**src/rtl/wdt_pkg.sv**
```systemverilog
// Package: shared state encoding and prescaler helpers for the windowed watchdog.
// Assumes: code 3'b011 is the default 16-tick period.
package wdt_pkg;

    typedef enum logic [1:0] {
        ST_OFF   = 2'd0,
        ST_HOLD  = 2'd1,
        ST_FIRST = 2'd2,
        ST_RUN   = 2'd3
    } wdt_state_t;

    localparam logic [2:0] DEFAULT_CODE = 3'b011;

    // Maps the two reserved codes onto the default period code.
    function automatic logic [2:0] norm_code(input logic [2:0] c);
        return ((c == 3'b000) || (c == 3'b111)) ? DEFAULT_CODE : c;
    endfunction

endpackage

```
**src/rtl/wdt_presc.sv**
```systemverilog
// Module: prescaler register. It holds the period code and derives the period
// and the window-open point (3/4 of the period) in ticks.
// Assumes: wr_ok is already qualified by the configuration window.
module wdt_presc
    import wdt_pkg::*;
#(
    parameter int BASE_MS = 4,
    parameter int CNT_W   = 8
) (
    input  logic             clk,
    input  logic             rst_n,
    input  logic             restore,
    input  logic             wr_ok,
    input  logic [2:0]       sel,
    output logic [2:0]       code,
    output logic [CNT_W-1:0] period,
    output logic [CNT_W-1:0] open_at
);

    // Code register: default on reset or fault, updated by an accepted write.
    always_ff @(posedge clk) begin
        if (!rst_n || restore) begin
            code <= DEFAULT_CODE;
        end else if (wr_ok) begin
            code <= norm_code(sel);
        end
    end

    // Period doubles per code step; the window opens after 3/4 of it.
    always_comb begin
        period  = CNT_W'(BASE_MS) << (code - 3'd1);
        open_at = period - (period >> 2);
    end

    a_r5_code_legal: assert property (@(posedge clk) disable iff (!rst_n)
        (code != 3'b000) && (code != 3'b111));

    a_r10_default_after_restore: assert property (@(posedge clk) disable iff (!rst_n)
        restore |=> (code == DEFAULT_CODE));

endmodule

```
**src/rtl/wdt_cfg_win.sv**
```systemverilog
// Module: one-shot configuration window. It opens at the valid first trigger
// and closes after CFG_MS ticks or after the first write, whichever is earlier.
// Assumes: start and clear are single-cycle pulses; clear has priority.
module wdt_cfg_win #(
    parameter int CFG_MS = 1
) (
    input  logic clk,
    input  logic rst_n,
    input  logic start,
    input  logic clear,
    input  logic used,
    input  logic tick,
    output logic open
);

    localparam int CW = $clog2(CFG_MS + 1);
    localparam logic [CW-1:0] LAST = CW'(CFG_MS - 1);

    logic [CW-1:0] cnt;

    // Window flag and its tick counter.
    always_ff @(posedge clk) begin
        if (!rst_n || clear) begin
            open <= 1'b0;
            cnt  <= '0;
        end else if (start) begin
            open <= 1'b1;
            cnt  <= '0;
        end else if (open && used) begin
            open <= 1'b0;
        end else if (open && tick) begin
            if (cnt == LAST) begin
                open <= 1'b0;
            end else begin
                cnt <= cnt + 1'b1;
            end
        end
    end

    a_r6_single_accept: assert property (@(posedge clk) disable iff (!rst_n)
        (open && used && !start) |=> !open);

endmodule

```
**src/rtl/wdt_qual.sv**
```systemverilog
// Module: trigger separation tracker. It is armed when another serial command
// has been seen since the last trigger, and is re-armed on restore.
// Assumes: restore wins over trig, and trig wins over other.
module wdt_qual (
    input  logic clk,
    input  logic rst_n,
    input  logic restore,
    input  logic trig,
    input  logic other,
    output logic armed
);

    // Arm flag update.
    always_ff @(posedge clk) begin
        if (!rst_n || restore) begin
            armed <= 1'b1;
        end else if (trig) begin
            armed <= 1'b0;
        end else if (other) begin
            armed <= 1'b1;
        end
    end

    a_r8_trig_disarms: assert property (@(posedge clk) disable iff (!rst_n)
        (trig && !restore) |=> !armed);

endmodule

```
**src/rtl/wdt_seq.sv**
```systemverilog
// Module: watchdog sequencer. It runs the phases off, hold, first window and
// periodic, counts ticks in each phase, and detects faults.
// Assumes: tick and trig are single-cycle pulses; the period is at least 4 ticks.
module wdt_seq
    import wdt_pkg::*;
#(
    parameter int HOLD_MS       = 16,
    parameter int FIRST_OPEN_MS = 12,
    parameter int FIRST_LEN_MS  = 8,
    parameter int CNT_W         = 8
) (
    input  logic             clk,
    input  logic             rst_n,
    input  logic             supplies_ok,
    input  logic             overvolt,
    input  logic             tick,
    input  logic             trig,
    input  logic             armed,
    input  logic [CNT_W-1:0] period,
    input  logic [CNT_W-1:0] open_at,
    output logic             fault,
    output logic             first_pass,
    output logic             main_n,
    output logic             aux_n
);

    localparam logic [CNT_W-1:0] HOLD_LAST  = CNT_W'(HOLD_MS - 1);
    localparam logic [CNT_W-1:0] FIRST_OPEN = CNT_W'(FIRST_OPEN_MS);
    localparam logic [CNT_W-1:0] FIRST_LAST = CNT_W'(FIRST_OPEN_MS + FIRST_LEN_MS - 1);

    wdt_state_t       state;
    logic [CNT_W-1:0] cnt;

    // Fault and first-trigger detection for the current phase.
    always_comb begin
        fault      = 1'b0;
        first_pass = 1'b0;
        case (state)
            ST_FIRST: begin
                if (trig) begin
                    if (armed && (cnt >= FIRST_OPEN)) begin
                        first_pass = 1'b1;
                    end else begin
                        fault = 1'b1;
                    end
                end else if (tick && (cnt == FIRST_LAST)) begin
                    fault = 1'b1;
                end
            end
            ST_RUN: begin
                if (trig) begin
                    if (!(armed && (cnt >= open_at))) begin
                        fault = 1'b1;
                    end
                end else if (tick && (cnt == period - 1'b1)) begin
                    fault = 1'b1;
                end
            end
            default: ;
        endcase
        if (overvolt && (state != ST_OFF)) begin
            fault      = 1'b1;
            first_pass = 1'b0;
        end
    end

    // Phase register and tick counter.
    always_ff @(posedge clk) begin
        if (!rst_n || !supplies_ok) begin
            state <= ST_OFF;
            cnt   <= '0;
        end else if (fault) begin
            state <= ST_HOLD;
            cnt   <= '0;
        end else begin
            case (state)
                ST_OFF: begin
                    state <= ST_HOLD;
                    cnt   <= '0;
                end
                ST_HOLD: begin
                    if (tick) begin
                        if (cnt == HOLD_LAST) begin
                            state <= ST_FIRST;
                            cnt   <= '0;
                        end else begin
                            cnt <= cnt + 1'b1;
                        end
                    end
                end
                ST_FIRST: begin
                    if (first_pass) begin
                        state <= ST_RUN;
                        cnt   <= '0;
                    end else if (tick) begin
                        cnt <= cnt + 1'b1;
                    end
                end
                default: begin
                    if (trig) begin
                        cnt <= '0;
                    end else if (tick) begin
                        cnt <= cnt + 1'b1;
                    end
                end
            endcase
        end
    end

    // Reset outputs follow the registered phase.
    always_comb begin
        main_n = (state == ST_FIRST) || (state == ST_RUN);
        aux_n  = (state == ST_RUN);
    end

    a_r2_release_after_hold: assert property (@(posedge clk) disable iff (!rst_n)
        $rose(main_n) |-> ($past(tick) && ($past(cnt) == HOLD_LAST)));

    a_r3_aux_needs_trigger: assert property (@(posedge clk) disable iff (!rst_n)
        $rose(aux_n) |-> $past(trig));

    a_r4_first_timeout: assert property (@(posedge clk) disable iff (!rst_n)
        ((state == ST_FIRST) && tick && !trig && (cnt == FIRST_LAST)) |=> !main_n);

    a_r7_run_timeout: assert property (@(posedge clk) disable iff (!rst_n)
        ((state == ST_RUN) && tick && !trig && (cnt == period - 1'b1)) |=> !aux_n);

    a_r8_unarmed_trigger: assert property (@(posedge clk) disable iff (!rst_n)
        (((state == ST_RUN) || (state == ST_FIRST)) && trig && !armed) |=> !main_n);

    a_r9_overvolt_low: assert property (@(posedge clk) disable iff (!rst_n)
        (overvolt && (state != ST_OFF)) |=> (!main_n && !aux_n));

    a_r11_supply_loss: assert property (@(posedge clk) disable iff (!rst_n)
        !supplies_ok |=> (!main_n && !aux_n));

endmodule

```
**src/rtl/wdt_window_reset.sv**
```systemverilog
// Module: top of the windowed watchdog. It joins the sequencer, the prescaler,
// the configuration window and the trigger-separation tracker.
// Assumes: all command inputs are single-cycle pulses from a serial decoder,
// and ms_tick is a single-cycle pulse per millisecond.
module wdt_window_reset
    import wdt_pkg::*;
#(
    parameter int HOLD_MS       = 16,
    parameter int FIRST_OPEN_MS = 12,
    parameter int FIRST_LEN_MS  = 8,
    parameter int CFG_MS        = 1,
    parameter int BASE_MS       = 4
) (
    input  logic       clk,
    input  logic       rst_n,
    input  logic       ms_tick,
    input  logic       supplies_ok,
    input  logic       overvolt,
    input  logic       trig_cmd,
    input  logic       other_cmd,
    input  logic       cfg_wr,
    input  logic [2:0] cfg_sel,
    output logic       rst_main_n,
    output logic       rst_aux_n,
    output logic [2:0] presc_code
);

    localparam int MAX_A  = (BASE_MS * 32 > HOLD_MS) ? BASE_MS * 32 : HOLD_MS;
    localparam int MAX_MS = (MAX_A > FIRST_OPEN_MS + FIRST_LEN_MS) ? MAX_A
                                                                   : FIRST_OPEN_MS + FIRST_LEN_MS;
    localparam int CNT_W  = $clog2(MAX_MS + 1);

    logic             fault;
    logic             first_pass;
    logic             restore;
    logic             armed;
    logic             cfg_open;
    logic [CNT_W-1:0] period;
    logic [CNT_W-1:0] open_at;

    // A fault or a supply loss returns all configuration to default.
    always_comb begin
        restore = fault || !supplies_ok;
    end

    wdt_seq #(
        .HOLD_MS      (HOLD_MS),
        .FIRST_OPEN_MS(FIRST_OPEN_MS),
        .FIRST_LEN_MS (FIRST_LEN_MS),
        .CNT_W        (CNT_W)
    ) u_seq (
        .clk        (clk),
        .rst_n      (rst_n),
        .supplies_ok(supplies_ok),
        .overvolt   (overvolt),
        .tick       (ms_tick),
        .trig       (trig_cmd),
        .armed      (armed),
        .period     (period),
        .open_at    (open_at),
        .fault      (fault),
        .first_pass (first_pass),
        .main_n     (rst_main_n),
        .aux_n      (rst_aux_n)
    );

    wdt_presc #(
        .BASE_MS(BASE_MS),
        .CNT_W  (CNT_W)
    ) u_presc (
        .clk    (clk),
        .rst_n  (rst_n),
        .restore(restore),
        .wr_ok  (cfg_wr && cfg_open),
        .sel    (cfg_sel),
        .code   (presc_code),
        .period (period),
        .open_at(open_at)
    );

    wdt_cfg_win #(
        .CFG_MS(CFG_MS)
    ) u_cfg (
        .clk  (clk),
        .rst_n(rst_n),
        .start(first_pass && supplies_ok),
        .clear(restore),
        .used (cfg_wr),
        .tick (ms_tick),
        .open (cfg_open)
    );

    wdt_qual u_qual (
        .clk    (clk),
        .rst_n  (rst_n),
        .restore(restore),
        .trig   (trig_cmd),
        .other  (other_cmd),
        .armed  (armed)
    );

    a_r6_reject_when_closed: assert property (@(posedge clk) disable iff (!rst_n)
        (cfg_wr && !cfg_open && !restore) |=> $stable(presc_code));

    a_r1_idle_low: assert property (@(posedge clk) disable iff (!rst_n)
        !supplies_ok |=> (presc_code == DEFAULT_CODE));

endmodule

```
**config.mk**
```make
export PLATFORM = sky130hd
export DESIGN_NAME = wdt_window_reset
export DESIGN_NICKNAME = d
export VERILOG_FILES = /design/src/rtl/wdt_pkg.sv /design/src/rtl/wdt_presc.sv /design/src/rtl/wdt_cfg_win.sv /design/src/rtl/wdt_qual.sv /design/src/rtl/wdt_seq.sv /design/src/rtl/wdt_window_reset.sv
export SDC_FILE = /design/constraint.sdc
export NUM_CORES = 1
export LEC_CHECK = 0
export BUFFER_PORTS_ARGS = -buffer_cell sky130_fd_sc_hd__clkbuf_2
export CAP_MARGIN = 15
export CELL_PAD_IN_SITES_DETAIL_PLACEMENT = 0
export CELL_PAD_IN_SITES_GLOBAL_PLACEMENT = 1
export CORE_ASPECT_RATIO = 1.1
export CORE_MARGIN = 4
export CORE_UTILIZATION = 40
export DETAILED_ROUTE_END_ITERATION = 7
export PLACE_DENSITY = 0.87
export SYNTH_ARGS = -nofsm -noshare
export SYNTH_HDL_FRONTEND = slang
export SYNTH_HIERARCHICAL = 1
export SYNTH_SLANG_ARGS = --single-unit
```
**constraint.sdc**
```tcl
create_clock -name clk -period 3.3 [get_ports clk]
set_input_delay 0.165 -clock clk [delete_from_list [all_inputs] [get_ports clk]]
set_output_delay 0.165 -clock clk [all_outputs]
set_load 0.005 [all_outputs]
```
; ---- Word-level counts from Yosys, hierarchy flattened
; Index checks and enable logic that the tools add are counted.
[word_totals]
register_bits = 16
latch_bits = 0
ramBits = 0
rom_bits = 0
in_bits = 11
out_inout_bits = 5
wordCells = 89
memories = 0
[op_classes]
n_addsub = 5
multipliers = 0
n_div = 0
magnitude_cmp = 2
n_eq_ne = 14
shifts = 1
mux = 31
bitwise_logic = 1
reduce_logical = 28
[op_table]
columns = op, n
row1 = $mux 8, 5
row2 = $pmux 8 s3, 1
row3 = $mux 1, 19
row4 = $add 8x1->8 const B, 1
row5 = $eq 8x4->1 const B, 1
row6 = $eq 8x5->1 const B, 1
row7 = $eq 8x8->1, 1
row8 = $ge 8x4->1 const B, 1
row9 = $ge 8x8->1, 1
row10 = $logic_and 1x1->1, 8
row11 = $reduce_and 4->1, 2
row12 = $shl 3x3->8 const A, 1
row13 = $sub 8x1->8 const B, 1
row14 = $sub 8x6->8, 1
row15 = $mux 2, 3
row16 = $ne 3x2->1 const B, 2
row17 = $ne 3x3->1 const B, 2
row18 = $pmux 2 s3, 1
row19 = $reduce_bool 3->1, 2
row20 = $logic_or 1x1->1, 5
row21 = $eq 2x2->1 const B, 2
row22 = $ne 2x2->1 const B, 2
row23 = $reduce_and 2->1, 2
row24 = $reduce_bool 2->1, 2
row25 = 13 further kinds, 15

; ---- Depth between registers and ports, before layout
[logic_depth]
word_depth = 12
ltp_mapped = 20
ltp_nobuf = 18

; ---- Hierarchy
; Netlist, hierarchy kept.
[by_module_without_submodules]
columns = module, n_inst, cells_each, area_each_um2, seq_area_each_um2
row1 = wdt_seq, 1, 178, 1357.6, 200.2
row2 = wdt_presc, 1, 72, 504.2, 60.1
row3 = wdt_cfg_win, 1, 4, 46.3, 20.0
row4 = wdt_qual, 1, 4, 41.3, 20.0
row5 = wdt_window_reset, 1, 3, 18.8, 0.0

; ---- Worst setup path before layout
; OpenSTA, ideal clock, no wires.
[synth_timing]
kind = reg-to-reg
from = register u_presc.code[1]
to = register u_presc.code[2]
setup_time_ps = 76
arrival_ps = 3485
t_required_ps = 3224
slack_ps = -261
stages_incl_launch_ff = 18
n_path_buf = 0
synth_period_minus_slack_ps = 3561
cell_sequence = dfxtp_1 > and2b_1 > nor2b_1 > inv_1 > ha_1 > a21oi_1 > inv_1 > a221oi_1 > inv_1 > ha_1 > nand2_1 > o311ai_1 > a31oi_1 > a2111o_1 > or2b_1 > nand2b_1 > nor2b_1 > a21boi_0
[synth_via]
elab_chain_cells = 11
elab_cells_between_ends = 15
cone_classes = add/sub: 3 / order compare: 1 / eq/ne: 1 / shift: 1 / mux: 5 / reduce/logical: 4
[synth_rtl]
columns = element, line
row1 = start: declaration, wdt_presc.sv:15  ; output logic [2:0] code,
row2 = start signal: assignment, wdt_presc.sv:25  ; code <= norm_code(sel);
row3 = $sub 3x1->3, wdt_presc.sv:31  ; period = CNT_W'(BASE_MS) << (code - 3'd1);
row4 = $shl 3x3->8, wdt_presc.sv:31
row5 = net period[5], wdt_window_reset.sv:38  ; logic [CNT_W-1:0] period;
row6 = $sub 8x6->8, wdt_presc.sv:32  ; open_at = period - (period >> 2);
row7 = net open_at[7], wdt_window_reset.sv:39  ; logic [CNT_W-1:0] open_at;
row8 = $ge 8x8->1, wdt_seq.sv:52  ; if (!(armed && (cnt >= open_at))) begin
row9 = $logic_and 1x1->1, wdt_seq.sv:52
row10 = $mux 1, wdt_seq.sv:52
row11 = $mux 1, wdt_seq.sv:51  ; if (trig) begin
row12 = $pmux 1 s2, wdt_seq.sv:38  ; case (state)
row13 = $mux 1, wdt_seq.sv:61  ; if (overvolt && (state != ST_OFF)) begin
row14 = net fault, wdt_window_reset.sv:33  ; logic fault;
row15 = $logic_or 1x1->1, wdt_window_reset.sv:43  ; restore = fault || !supplies_ok;
row16 = net restore, wdt_window_reset.sv:35  ; logic restore;
row17 = $logic_or 1x1->1, wdt_presc.sv:22  ; if (!rst_n || restore) begin
; The timed path passes the listed nets, and every way through them passes these cells.
; A chain may end at the register's enable or synchronous reset.

; ---- Worst setup path in the final report
[layout_timing]
from = register u_presc.code[0]
to = register u_seq.cnt[7]
[layout_via]
elab_chain_cells = 10
elab_cells_between_ends = 14
cone_classes = add/sub: 3 / order compare: 1 / eq/ne: 1 / shift: 1 / mux: 5 / reduce/logical: 3
[layout_rtl]
columns = element, line
row1 = $sub 3x1->3, wdt_presc.sv:31
row2 = $shl 3x3->8, wdt_presc.sv:31
row3 = net period[3], wdt_window_reset.sv:38
row4 = $sub 8x6->8, wdt_presc.sv:32
row5 = net open_at[5], wdt_window_reset.sv:39
row6 = $ge 8x8->1, wdt_seq.sv:52
row7 = $logic_and 1x1->1, wdt_seq.sv:52
row8 = $mux 1, wdt_seq.sv:52
row9 = $mux 1, wdt_seq.sv:51
row10 = $pmux 1 s2, wdt_seq.sv:38
row11 = $mux 1, wdt_seq.sv:61
row12 = $reduce_or 2->1 (no source line), n/a
row13 = end signal: assignment, wdt_seq.sv:87  ; cnt <= cnt + 1'b1;
row14 = end signal: assignment, wdt_seq.sv:96  ; cnt <= cnt + 1'b1;
row15 = end signal: assignment, wdt_seq.sv:103  ; cnt <= cnt + 1'b1;
row16 = end: declaration, wdt_seq.sv:32  ; logic [CNT_W-1:0] cnt;
; The timed path passes the listed nets, and every way through them passes these cells.

==> out/qor.txt <==
CTS tree: built
Synth Cell Area: 1968 sq um
ys flop type: dfxtp_1
XOR/XNOR Fraction of Synth Area: 5.340%
synth unique cells: 62
clock buffer count from CTS: 3
worst vdd ir: 0.0002137 V
largest family of logic cells by synthesized area: simple AND/OR/NAND/NOR gates
RSZ-0062 raised after global routing: yes
Finished Core Util: 53.24%
Congestion Overflow GR: 0
Mean Syn Cell Area: 7.541 sq um
initial antenna violation count: 0
antenna diode count: 0
CP arrival: 3.56 ns
Post-route DRC: 0
footprint of the multi-input gates: 1702 sq um
Vias/cell: 5.514
Area contributors post-synth: dfxtp_1 15%, ha_1 13%, nor2_1 4.8%, inv_1 3.8%, nand2_1 3.6%
NumNets Final: 324
Filler Cells Inserted: 424
achievable frequency: 0.2963 GHz
Port Buffers: 15
Worst-Skew Late Latency: 0.25 ns
clk slew on worst S/H paths: 0.07 ns
first-pass GRT wire length: 8.114 mm
top-count cell post-synth: nor2_1
Initial Util: 41.72%
Post-Synth Simple-Gate Area: 32.61%
Final Hold Violating Endpoints: 0
status: complete, but fails checks
die area: 6108 sq um
sequence of cells on the critical path: or3b_4 -> inv_4 -> ha_4 -> a21oi_4 -> buf_4 -> o32ai_2 -> a21oi_2 -> o21ai_2 -> inv_2 -> ha_4 -> a211oi_2 -> o311ai_4 -> a31oi_1 -> a2111o_1 -> or3b_4 -> buf_6 -> a211oi_2
min Tclk post-route: 3.375 ns
Yosys top cell by area: dfxtp_1
critical path fanouts, max: 5
Worst path slowest cell: or3b_4
pin count of the biggest net entering global routing: 20
Die X: 74.88 um
top cell type's share of synthesized area: 15.26%
max-slew violation count: 0
complex-gate fraction of the synthesized area: 22.00%
wire length per cell: 14.29 um
Post-DRT Antenna Nets: 0
First DRT Iteration DRCs: 81
CTS sink cnt: 15
Req. time, crit path: 3.48 ns
htree depth: 1
Max-cap violations: 0
skew final: 0.004672 ns
crit end category: flip-flop
Pwr Density: 174.9 nW/um^2
via count: 1919
cell count after synthesis: 261
area share of fa/ha/maj cells after synthesis: 12.71%
Tcrit/Tclk final: 102.3%
DPL Wire Length: 3.548 mm
mux contribution to synthesized area: 1.589%
failing checks: negative setup slack
Area growth syn-to-layout: 27.59%
Rel. slew slack: 54.06%
placed cell area: 2210 sq um
post-synthesis register bit count: 15
CTS Buffer Depth: 2
Setup WS post-layout: -0.07532 ns
Yosys warnings: 6
crit start category: flip-flop
synth cell count leaders: 25 x nor2_1, 20 x ha_1, 20 x inv_1
fin area: 2511 sq um
sequential share of the synthesized area: 15.26%
Ports: 16
# rows: 26
asr flop ratio synth: 0%
worst hold path type: in2reg
Post-synth EDFFs: 0
register area: 306.5 sq um
GPL Wtd Cong: 0.8022
total core area: 4717 sq um
clock root buffer: clkbuf_8
WS Path Type: reg2reg
global router's overall resource usage: 16.64%
LEAKAGE: 1.059 nW
vias in the first global route: 1784
DR pass1 iterations: 4
Slew @ Worst Pin: 0.6891 ns
ratio of cells with drive above 1 in the final layout: 36.30%
die height: 81.57 um
crit-path max cell delay: 0.43 ns
total wire length: 4.973 mm
final setup violating endpoints: 12
where the power goes:
group	leakage [nW]	switching (mW)	internal (mW)	total, mW
Combinational	0.912	0.0543	0.0424	0.0968
Clock	0.0255	0.0705	0.0838	0.154
Sequential	0.121	0.00471	0.183	0.188
Total	1.06	0.130	0.310	0.439
worst paths after layout:
| path | from | end | slack [ns] | cells past startpoint |
|---|---|---|---|---|
| min reg2reg | u_seq/state[1]$_SDFFE_PP0P_ | u_seq/state[1]$_SDFFE_PP0P_ | 0.56 | 2 |
| min | other_cmd | u_qual/armed$_SDFFE_PP1P_ | 0.14 | 3 |
| max reg2reg | u_presc/code[0]$_SDFFE_PP1P_ | u_seq/cnt[7]$_SDFFE_PP0N_ | -0.08 | 17 |
| max | u_presc/code[0]$_SDFFE_PP1P_ | u_seq/cnt[7]$_SDFFE_PP0N_ | -0.08 | 17 |
final cells by class:
| class | count | share of cell area [%] |
|---|---|---|
| Tap cell | 56 | 2.790 |
| Inverter | 21 | 3.239 |
| Timing Repair Buffer | 43 | 12.16 |
| Clock inverter | 1 | 0.1993 |
| Clock buffer | 3 | 1.644 |
| Multi-Input combinational cell | 209 | 67.76 |
| Sequential cell | 15 | 12.21 |
cell usage in the layout (no fill, tap or decap), types with 4 or more instances in the layout:
cell,n
buf_4,25
nor2_1,23
nand2_1,17
clkbuf_2,15
inv_1,15
ha_1,13
dfxtp_1,12
o21ai_0,10
a21oi_1,9
nand3_1,9
xor2_1,8
nand2b_1,8
ha_4,7
a211oi_2,6
nor3_1,6
inv_2,5
nor3_2,5
nand4_1,5
xnor2_1,4
what timing repair did:
| item | 4_1_cts | 5_1_grt |
|---|---|---|
| setup buffers | 2 | 5 |
| gates cloned | 1 | 0 |
| setup endpoints to repair | 15 | 15 |
| gates resized for setup | 17 | 21 |
| hold buffers | 0 | 0 |
| pin swaps | 13 | 10 |
through the flow:
step           TNS [ns]  setup WS, ns  hold slack [ns]  cells  total power, mW
3_3_place_gp    -0.7719      -0.09942           0.3932    336           0.2758
6_report        -0.5205      -0.07532           0.1439    348           0.4392
5_1_grt          -2.187       -0.1849           0.1695    348           0.4611
4_1_cts         -0.7415      -0.08760           0.1405    343           0.4398
3_5_place_dp     -1.632       -0.1796           0.4046    336           0.2761
2_1_floorplan         0      0.003949           0.2534    262           0.2550
state kept, by name (all words and copies together) (netlist names):
signal        flops
u_seq/cnt         8
u_presc/code      3
u_seq/state       2
u_cfg/open        1
u_qual/armed      1
per-layer routing:
layer	part of all wire [%]	global-route usage, %	wire length, um
met1	46	21.68	2279
met2	50	29.09	2484
met3	3.2	1.469	158
met4	1.0	4.270	51
met5	0	0	0
logic make-up after synthesis:
group                    after synthesis
buffers and inverters                 38
flip-flops                            15
AO/OA/AOI/OAI                         60
adder cells (fa/ha/maj)               20
XOR/XNOR                              12
AND/OR/NAND/NOR                      112
multiplexers                           3
other                                  1
critical path, delay by kind of cell (launching register included):
| family | cells | cell delay [ns] |
|---|---|---|
| AOI/OAI and AO/OA | 9 | 1.24 |
| adders and majority gates | 2 | 0.44 |
| buffers and inverters | 4 | 0.43 |
| DFF | 1 | 0.36 |
| and+or+nand+nor | 2 | 0.84 |
No activity file was read; power rests on OpenSTA's default activity.
